$ cat config.mk
export PLATFORM = sky130hd
export DESIGN_NAME = tsu_event_unit
export DESIGN_NICKNAME = d
export VERILOG_FILES = /design/src/rtl/tsu_pkg.sv /design/src/rtl/tsu_trig_capture.sv /design/src/rtl/tsu_alarm_cmp.sv /design/src/rtl/tsu_event_regs.sv /design/src/rtl/tsu_event_unit.sv
export SDC_FILE = /design/constraint.sdc
export NUM_CORES = 1
export LEC_CHECK = 0
export BUFFER_PORTS_ARGS = -buffer_cell sky130_fd_sc_hd__buf_2
export CAP_MARGIN = 30
export CORE_UTILIZATION = 43
export DETAILED_ROUTE_END_ITERATION = 16
export MAX_ROUTING_LAYER = met4
export PLACE_DENSITY = 0.7
export SYNTH_ARGS = -nofsm -noshare
export SYNTH_HDL_FRONTEND = slang
export SYNTH_SLANG_ARGS = --single-unit
$ cat constraint.sdc
create_clock -name clk -period 4.61 [get_ports clk]
set_input_delay 0.6915 -clock clk [delete_from_list [all_inputs] [get_ports clk]]
set_output_delay 0.6915 -clock clk [all_outputs]
set_load 0.02 [all_outputs]
$ cat src/rtl/tsu_pkg.sv
package tsu_pkg;
   localparam int EVT_ALM_BASE  = 16;
   localparam int EVT_TRIG_BASE = 24;
   localparam int CTRL_POL_BASE = 8;
   localparam int REG_CTRL      = 0;
   localparam int REG_EVENT     = 1;
   localparam int REG_MASK      = 2;
   localparam int REG_ALM_BASE  = 4;
endpackage

$ cat src/rtl/tsu_trig_capture.sv
module tsu_trig_capture #(
   parameter int TIME_W      = 64,
   parameter int SYNC_STAGES = 2
) (
   input  logic              clk,
   input  logic              rst_n,
   input  logic              trig_i,
   input  logic              fall_sel_i,
   input  logic [TIME_W-1:0] time_i,
   output logic              cap_stb_o,
   output logic [TIME_W-1:0] ts_o
);
   logic [SYNC_STAGES-1:0] sync_q;
   logic                   prev_q;
   logic                   lvl;
   logic [TIME_W-1:0]      ts_q;

   assign lvl       = sync_q[SYNC_STAGES-1];
   assign cap_stb_o = fall_sel_i ? (~lvl & prev_q) : (lvl & ~prev_q);
   assign ts_o      = ts_q;

   always_ff @(posedge clk or negedge rst_n) begin
      if (!rst_n) begin
         sync_q <= '0;
         prev_q <= 1'b0;
         ts_q   <= '0;
      end else begin
         sync_q <= {sync_q[SYNC_STAGES-2:0], trig_i};
         prev_q <= lvl;
         if (cap_stb_o) ts_q <= time_i;
      end
   end
endmodule

$ cat src/rtl/tsu_alarm_cmp.sv
module tsu_alarm_cmp #(
   parameter int DATA_W = 32,
   localparam int TIME_W = 2 * DATA_W
) (
   input  logic              clk,
   input  logic              rst_n,
   input  logic              wr_lo_i,
   input  logic              wr_hi_i,
   input  logic [DATA_W-1:0] wdata_i,
   input  logic [TIME_W-1:0] time_i,
   output logic              hit_o
);
   logic [TIME_W-1:0] alm_q;
   logic              armed_q;

   assign hit_o = armed_q && (time_i >= alm_q);

   always_ff @(posedge clk or negedge rst_n) begin
      if (!rst_n) begin
         alm_q   <= '0;
         armed_q <= 1'b0;
      end else begin
         if (wr_lo_i) begin
            alm_q[DATA_W-1:0] <= wdata_i;
            armed_q           <= 1'b0;
         end else if (wr_hi_i) begin
            alm_q[TIME_W-1:DATA_W] <= wdata_i;
            armed_q                <= 1'b1;
         end else if (hit_o) begin
            armed_q <= 1'b0;
         end
      end
   end
endmodule

$ cat src/rtl/tsu_event_regs.sv
module tsu_event_regs
   import tsu_pkg::*;
#(
   parameter int DATA_W  = 32,
   parameter int N_TRIG  = 2,
   parameter int N_ALARM = 2,
   parameter bit IRQ_REG = 1'b0
) (
   input  logic               clk,
   input  logic               rst_n,
   input  logic [N_TRIG-1:0]  trig_set_i,
   input  logic [N_ALARM-1:0] alm_set_i,
   input  logic               clr_en_i,
   input  logic               mask_we_i,
   input  logic [DATA_W-1:0]  wdata_i,
   output logic [DATA_W-1:0]  event_o,
   output logic               irq_o
);
   function automatic logic [DATA_W-1:0] valid_bits();
      logic [DATA_W-1:0] v;
      v = '0;
      for (int k = 0; k < N_TRIG; k++)  v[EVT_TRIG_BASE+k] = 1'b1;
      for (int a = 0; a < N_ALARM; a++) v[EVT_ALM_BASE+a]  = 1'b1;
      return v;
   endfunction

   localparam logic [DATA_W-1:0] VALID_MASK = valid_bits();

   logic [DATA_W-1:0] ev_q, msk_q, set_vec, clr_vec;

   always_comb begin
      set_vec = '0;
      for (int k = 0; k < N_TRIG; k++)  set_vec[EVT_TRIG_BASE+k] = trig_set_i[k];
      for (int a = 0; a < N_ALARM; a++) set_vec[EVT_ALM_BASE+a]  = alm_set_i[a];
      clr_vec = clr_en_i ? wdata_i : '0;
   end

   always_ff @(posedge clk or negedge rst_n) begin
      if (!rst_n) begin
         ev_q  <= '0;
         msk_q <= '0;
      end else begin
         ev_q <= ((ev_q & ~clr_vec) | set_vec) & VALID_MASK;
         if (mask_we_i) msk_q <= wdata_i & VALID_MASK;
      end
   end

   assign event_o = ev_q;

   if (IRQ_REG) begin : g_irq_reg
      logic irq_q;
      always_ff @(posedge clk or negedge rst_n) begin
         if (!rst_n) irq_q <= 1'b0;
         else        irq_q <= |(ev_q & msk_q);
      end
      assign irq_o = irq_q;
   end else begin : g_irq_comb
      assign irq_o = |(ev_q & msk_q);
   end
endmodule

$ cat src/rtl/tsu_event_unit.sv
module tsu_event_unit
   import tsu_pkg::*;
#(
   parameter int DATA_W      = 32,
   parameter int N_TRIG      = 2,
   parameter int N_ALARM     = 2,
   parameter int SYNC_STAGES = 2,
   parameter int ADDR_W      = 4,
   parameter bit IRQ_REG     = 1'b0,
   localparam int TIME_W     = 2 * DATA_W
) (
   input  logic                     clk,
   input  logic                     rst_n,
   input  logic [TIME_W-1:0]        time_i,
   input  logic [N_TRIG-1:0]        trig_i,
   input  logic                     wr_en_i,
   input  logic [ADDR_W-1:0]        wr_addr_i,
   input  logic [DATA_W-1:0]        wr_data_i,
   output logic [DATA_W-1:0]        event_o,
   output logic                     irq_o,
   output logic [N_TRIG*TIME_W-1:0] ts_o
);
   if (N_TRIG < 1 || N_TRIG > 8) begin : g_bad_trig
      $error("tsu_event_unit: N_TRIG must be 1..8");
   end
   if (N_ALARM < 1 || N_ALARM > 8) begin : g_bad_alarm
      $error("tsu_event_unit: N_ALARM must be 1..8");
   end
   if (EVT_TRIG_BASE + N_TRIG > DATA_W) begin : g_bad_width
      $error("tsu_event_unit: DATA_W too narrow for event layout");
   end
   if (SYNC_STAGES < 2) begin : g_bad_sync
      $error("tsu_event_unit: SYNC_STAGES must be at least 2");
   end
   if (REG_ALM_BASE + 2 * N_ALARM > (1 << ADDR_W)) begin : g_bad_addr
      $error("tsu_event_unit: ADDR_W too narrow for alarm registers");
   end

   logic [N_TRIG-1:0]  pol_q;
   logic [N_TRIG-1:0]  cap_stb;
   logic [N_ALARM-1:0] alm_hit;
   logic               ctrl_we, clr_en, mask_we;

   assign ctrl_we = wr_en_i && (wr_addr_i == ADDR_W'(REG_CTRL));
   assign clr_en  = wr_en_i && (wr_addr_i == ADDR_W'(REG_EVENT));
   assign mask_we = wr_en_i && (wr_addr_i == ADDR_W'(REG_MASK));

   always_ff @(posedge clk or negedge rst_n) begin
      if (!rst_n)       pol_q <= '0;
      else if (ctrl_we) pol_q <= wr_data_i[CTRL_POL_BASE +: N_TRIG];
   end

   for (genvar k = 0; k < N_TRIG; k++) begin : g_trig
      tsu_trig_capture #(
         .TIME_W      (TIME_W),
         .SYNC_STAGES (SYNC_STAGES)
      ) u_cap (
         .clk        (clk),
         .rst_n      (rst_n),
         .trig_i     (trig_i[k]),
         .fall_sel_i (pol_q[k]),
         .time_i     (time_i),
         .cap_stb_o  (cap_stb[k]),
         .ts_o       (ts_o[k*TIME_W +: TIME_W])
      );
   end

   for (genvar a = 0; a < N_ALARM; a++) begin : g_alarm
      logic wr_lo, wr_hi;
      assign wr_lo = wr_en_i && (wr_addr_i == ADDR_W'(REG_ALM_BASE + 2*a));
      assign wr_hi = wr_en_i && (wr_addr_i == ADDR_W'(REG_ALM_BASE + 2*a + 1));
      tsu_alarm_cmp #(
         .DATA_W (DATA_W)
      ) u_alm (
         .clk     (clk),
         .rst_n   (rst_n),
         .wr_lo_i (wr_lo),
         .wr_hi_i (wr_hi),
         .wdata_i (wr_data_i),
         .time_i  (time_i),
         .hit_o   (alm_hit[a])
      );
   end

   tsu_event_regs #(
      .DATA_W  (DATA_W),
      .N_TRIG  (N_TRIG),
      .N_ALARM (N_ALARM),
      .IRQ_REG (IRQ_REG)
   ) u_evt (
      .clk        (clk),
      .rst_n      (rst_n),
      .trig_set_i (cap_stb),
      .alm_set_i  (alm_hit),
      .clr_en_i   (clr_en),
      .mask_we_i  (mask_we),
      .wdata_i    (wr_data_i),
      .event_o    (event_o),
      .irq_o      (irq_o)
   );
endmodule

# --- After elaboration in Yosys (flattened, before gate mapping) ---
# Cells that the tools add are included.
word_totals:
  out_inout_bits: 161
  input_bits: 105
  reg_bits: 274
op_classes:
  reduce_logical: 15
  bitwise_logic: 14
  eq_ne: 6
  order_cmp: 2
  n_mux: 9
op_table:
  columns: ["cell", "n"]
  rows:
  - ["64-bit greater-or-equal comparator", 2]
  - ["26-bit AND", 2]
  - ["32-bit OR reduction", 1]
  - ["26-bit 2-to-1 mux", 1]
  - ["26-bit NOT", 1]
  - ["26-bit bitwise OR", 1]
  - ["4-bit by 3-bit == test with 1-bit output, second input constant", 4]
  - ["1-bit logical AND", 9]
  - ["1-bit 2-to-1 mux", 8]
  - ["1-bit NOT", 6]
  - ["3-bit nonzero test", 2]
  - ["1-bit AND", 4]
  - ["4-bit by 1-bit == test with 1-bit output, second input constant", 1]
  - ["4-bit by 2-bit == test with 1-bit output, second input constant", 1]
  - ["4-bit zero test", 1]
  - ["2-bit AND reduction", 2]

# --- Logic depth before layout (Yosys ltp) ---
logic_depth:
  depth_word: 6
  depth_mapped: 9
  mapped_depth_nobuf: 9

# --- Modules after synthesis ---
# A second synthesis with hierarchy kept.
hier_totals:
  hier_cells: 2124
  area_unflattened_um2: 18325.1
by_module_without_submodules:
  columns: ["module", "cells_per_inst", "area_per_inst_um2", "instances"]
  rows:
  - ["tsu_trig_capture", 588, 4949.7, 2]
  - ["tsu_alarm_cmp", 440, 3877.5, 2]
  - ["tsu_event_regs", 52, 523.0, 1]
  - ["tsu_event_unit", 16, 147.6, 1]

# --- Worst setup path after synthesis ---
# Ideal clock, no wire load.
synth_path:
  path_type: "in2reg"
  start: "input time_i[13]"
  end: "register g_alarm[0].u_alm.armed_q"
  cell_stages: 7
  n_path_buf: 0
  required_time_ns: 4.478
  setup_slack_ns: 2.292
  arrival_time_ns: 2.186
  setup_time_ns: 0.132
  cell_sequence: "ha_1 -> nand4_1 -> or4_1 -> o211ai_1 -> a31oi_1 -> o31ai_2 -> o22ai_1"
synth_via:
  elab_chain_len: 3
synth_rtl:
  columns: ["element", "line_no", "text"]
  rows:
  - ["from (decl)", "tsu_event_unit.sv:14", "input logic [TIME_W-1:0] time_i,"]
  - ["64-bit greater-or-equal comparator", "tsu_alarm_cmp.sv:16", "assign hit_o = armed_q && (time_i >= alm_q);"]
  - ["1-bit logical AND", "tsu_alarm_cmp.sv:16", null]
  - ["3-bit nonzero test (no source line)", null, null]
  - ["to (signal assigned)", "tsu_alarm_cmp.sv:21", "armed_q <= 1'b0;"]
  - ["to (signal assigned)", "tsu_alarm_cmp.sv:25", "armed_q <= 1'b0;"]
  - ["to (signal assigned)", "tsu_alarm_cmp.sv:28", "armed_q <= 1'b1;"]
  - ["to (decl)", "tsu_alarm_cmp.sv:14", "logic armed_q;"]
# Every way passes these cells.
# A chain may end at the register's enable or synchronous reset.

# --- Final worst setup path ---
layout_path:
  start: "register g_alarm[1].u_alm.alm_q[46]"
  end: "register g_alarm[1].u_alm.armed_q"
layout_via:
  elab_chain_len: 3
layout_rtl:
  columns: ["element", "line_no", "text"]
  rows:
  - ["from (decl)", "tsu_alarm_cmp.sv:13", "logic [TIME_W-1:0] alm_q;"]
  - ["from (signal, indexed assignment)", "tsu_alarm_cmp.sv:24", "alm_q[DATA_W-1:0] <= wdata_i;"]
  - ["from (signal, indexed assignment)", "tsu_alarm_cmp.sv:27", "alm_q[TIME_W-1:DATA_W] <= wdata_i;"]
  - ["64-bit greater-or-equal comparator", "tsu_alarm_cmp.sv:16", null]
  - ["1-bit logical AND", "tsu_alarm_cmp.sv:16", null]
  - ["3-bit nonzero test (no source line)", null, null]
  - ["to (signal assigned)", "tsu_alarm_cmp.sv:21", null]
  - ["to (signal assigned)", "tsu_alarm_cmp.sv:25", null]
  - ["to (signal assigned)", "tsu_alarm_cmp.sv:28", null]
  - ["to (decl)", "tsu_alarm_cmp.sv:14", null]
# Every way passes these cells.

==> metrics.csv <==
metric;value;unit
status;complete, no violations;
ys_ff_latch;274;
synthToLayoutAreaGrowth;19.95;%
grt_usage;20.38;%
worst_ep_required_time;5040;ps
internal_power;5.583;mW
worst_pin_slew;928.8;ps
clkPwrFrac;30.5;%
synth_area_leader_cell;dfrtp_1;
drv_slew;0;
cts_setup_buffers;0;
place.gp.congestion;0.8097;
worstPathArrival;3010;ps
ys_seq_area_share;51.52;%
slew_headroom;37.85;%
ant_nets;0;
dr.pass1.iters;4;
initial_core_util;43.62;%
p_per_area;515.4;nW/um^2
synth_edf_count;0;
p_sw;2.645;mW
netlist_area;13310;um^2
numCtsBuffers;31;
critPathLaunchType;flip-flop;
async_reset_ff_share;100.0;%
sw_frac_of_total;32.15;%
grt_pass1_vias;9207;
finalPower;8.228;mW
fin_nets;1652;
avgSynthCellArea;11.32;um^2
portBuffers;237;
critPathKind;reg2reg;
grt_pass1_wl;48810;um
pwr-share-seq;40.0;%
worstSkewPairLatency;540;ps
p_leak;7.806;nW
die_x;177.9;um
clk_pin_slew;60;ps
h-tree-depth;1;
cts_tree;yes;
post_cts_resized;0;
ir_drop;0.0003384;V
setup_tns;0;ps
timing.final.crit_share;56.00;%
dr_total_vias;9436;
cp_max_fo;3;
die_area;31660;um^2
core_area;30510;um^2
drive_gt1_share;32.85;%
hp-class;in2async;
rows;64;
drc;0;
syn_inst;1176;
io_pins;266;
end_kind;flip-flop;
die_h;177.9;um
grt_max_degree;119;
wl;31260;um
yosysTopAreaCellShare;51.52;%
rsz0062_at_grt;no;
via_per_inst;5.114;
synth_area_leaders;dfrtp_1 52%, mux2_2 14%, ha_1 12%, o21ai_0 4.1%, nand2_1 3.8%;
finalCriticalPeriod;2581;ps
clock.fmax;0.3874;GHz
fin_worst_skew;8.468;ps
postCtsHoldBufs;0;
combPwrFrac;29.5;%
finalSetupViolations;0;
synthDistinctLibCells;46;
grt_remaining_overflow;0;
numPlacedInstances;1782;
hold_violations;0;
drt_iter0_drc;342;
antenna_found_initial;5;
hpwlAfterDp;23290;um
drv_cap;0;
synthFlopType;dfrtp_1;
clock-sinks;274;
final_cell_count_no_fill;1845;
avgRoutedWirePerCell;16.94;um
ys_warn_count;0;
cts_root_buffer;clkbuf_16;
cts_max_path_buffers;3;
[final cells by class]
cell class / count / area [um^2]
multi-input cells: 736 / 5749
diodes: 6 / 15.01
clock inverters: 17 / 193.9
well taps: 396 / 495.5
fillers: 2707 / 14550
flip-flops and latches: 274 / 6857
inverters: 129 / 484.2
repair buffers: 247 / 1309
clock buffers: 40 / 859.6
[final timing paths]
check                                                 from                         to  slack (ps)  cells past startpoint
min in group clk                                 trig_i[0]  g_trig[0].u_cap.sync_q[0]         250                      1
worst max-delay path            g_alarm[1].u_alm.alm_q[46]   g_alarm[1].u_alm.armed_q        2030                      8
worst min register to register   g_trig[1].u_cap.sync_q[0]  g_trig[1].u_cap.sync_q[1]         360                      0
worst min-delay path                                 rst_n   g_trig[0].u_cap.ts_o[24]         250                      1
worst max register to register  g_alarm[1].u_alm.alm_q[46]   g_alarm[1].u_alm.armed_q        2030                      8
max in group asynchronous                            rst_n   g_trig[0].u_cap.ts_o[52]        3390                      2
[per-stage QoR]
stage          worst slack [ps]  hold slack (ps)  area, um^2  utilization, %
4_1_cts                    2066            223.7       15950           52.27
6_report                   2029            245.5       15960           52.32
3_3_place_gp               1636            336.5       14870           48.75
5_1_grt                    1997            225.5       15960           52.31
3_5_place_dp               1596            348.5       14890           48.82
2_1_floorplan              2292            331.2       13410               -
[power groups by stage]
stage / Sequential [mW] / Combinational (mW) / Clock (mW)
after floorplan: 3.75 / 1.19 / 0
after global placement: 3.31 / 2.38 / 0
after detailed placement: 3.34 / 2.45 / 0
after CTS: 3.30 / 2.46 / 2.57
after global routing: 3.36 / 2.70 / 2.67
final: 3.29 / 2.43 / 2.51
[worst max-delay path, stage by stage (launching register included)]
cell      delay [ps]
dfrtp_1          320
inv_1             50
ha_1             310
nand4_1          140
nor3_1           730
o31ai_1          230
o211ai_1         240
a211oi_1         180
a41o_1           270
[per-layer routing]
metal  wire (um)  vias up  global-route usage, %  part of all wire [%]
li1            -     4505                      -                     -
met1       13570     4641                  26.32                    43
met2       15130      239                  33.32                    48
met3        1814       51                  3.449                   5.8
met4         756        0                  4.950                   2.4
met5           0        -                      -                     0
[flip-flops by register name, indices dropped and copies added, names as in the netlist]
name / count
g_alarm.u_alm.alm_q: 128
g_trig.u_cap.ts_o: 128
g_trig.u_cap.sync_q: 4
u_evt.event_o: 4
u_evt.msk_q: 4
g_alarm.u_alm.armed_q: 2
g_trig.u_cap.prev_q: 2
pol_q: 2
[cells by family after synthesis]
group / share of synthesized area [%]
AO/OA/AOI/OAI: 9.186
buffers and inverters: 6.318
flip-flops: 51.52
adder cells (fa/ha/maj): 12.03
AND/OR/NAND/NOR: 6.864
multiplexers: 14.05
other: 0.02818
[cell usage in the layout, fill, tap and decap left out, types with 2 or more instances in the layout]
master and n:
dfrtp_1 274, buf_2 236, mux2_2 166, nand2_1 133, inv_1 129, ha_1 128
o21ai_0 109, a21oi_1 41, clkbuf_16 31, conb_1 28, a21o_1 25, nand4_1 21
nor2_1 17, clkinv_2 10, nand3_1 8, a211oi_1 7, buf_4 7, diode_2 6
a221oi_1 6, clkbuf_8 5, o211ai_1 4, and4_1 4, clkbuf_1 4, bufinv_16 4
buf_12 3, nor3b_1 2, and3b_1 2, o2111ai_1 2, o31ai_1 2, nor4_1 2
nor3_1 2, a31oi_1 2, nand2b_1 2, a22oi_1 2, nand3b_1 2, clkinvlp_4 2
[cell usage after synthesis, types with 2 or more instances]
master and count:
mux2_2 166, dfrtp_1 274, o211ai_1 4, ha_1 128, buf_1 4, a22oi_1 2
clkbuf_1 23, and3b_1 2, o2111ai_1 2, and4_1 4, nand2b_1 2, nor4_1 2
buf_4 28, nand4_1 21, buf_2 9, a21oi_1 42, o21ai_0 110, a211oi_1 7
a221oi_1 6, a21o_1 25, nand2_1 133, nor3b_1 2, a31oi_1 2, nor2_1 18
nand3_1 8, nand3b_1 2, nor3_1 2, inv_1 129, o31ai_1 2
(Power assumes the default switching activity.)
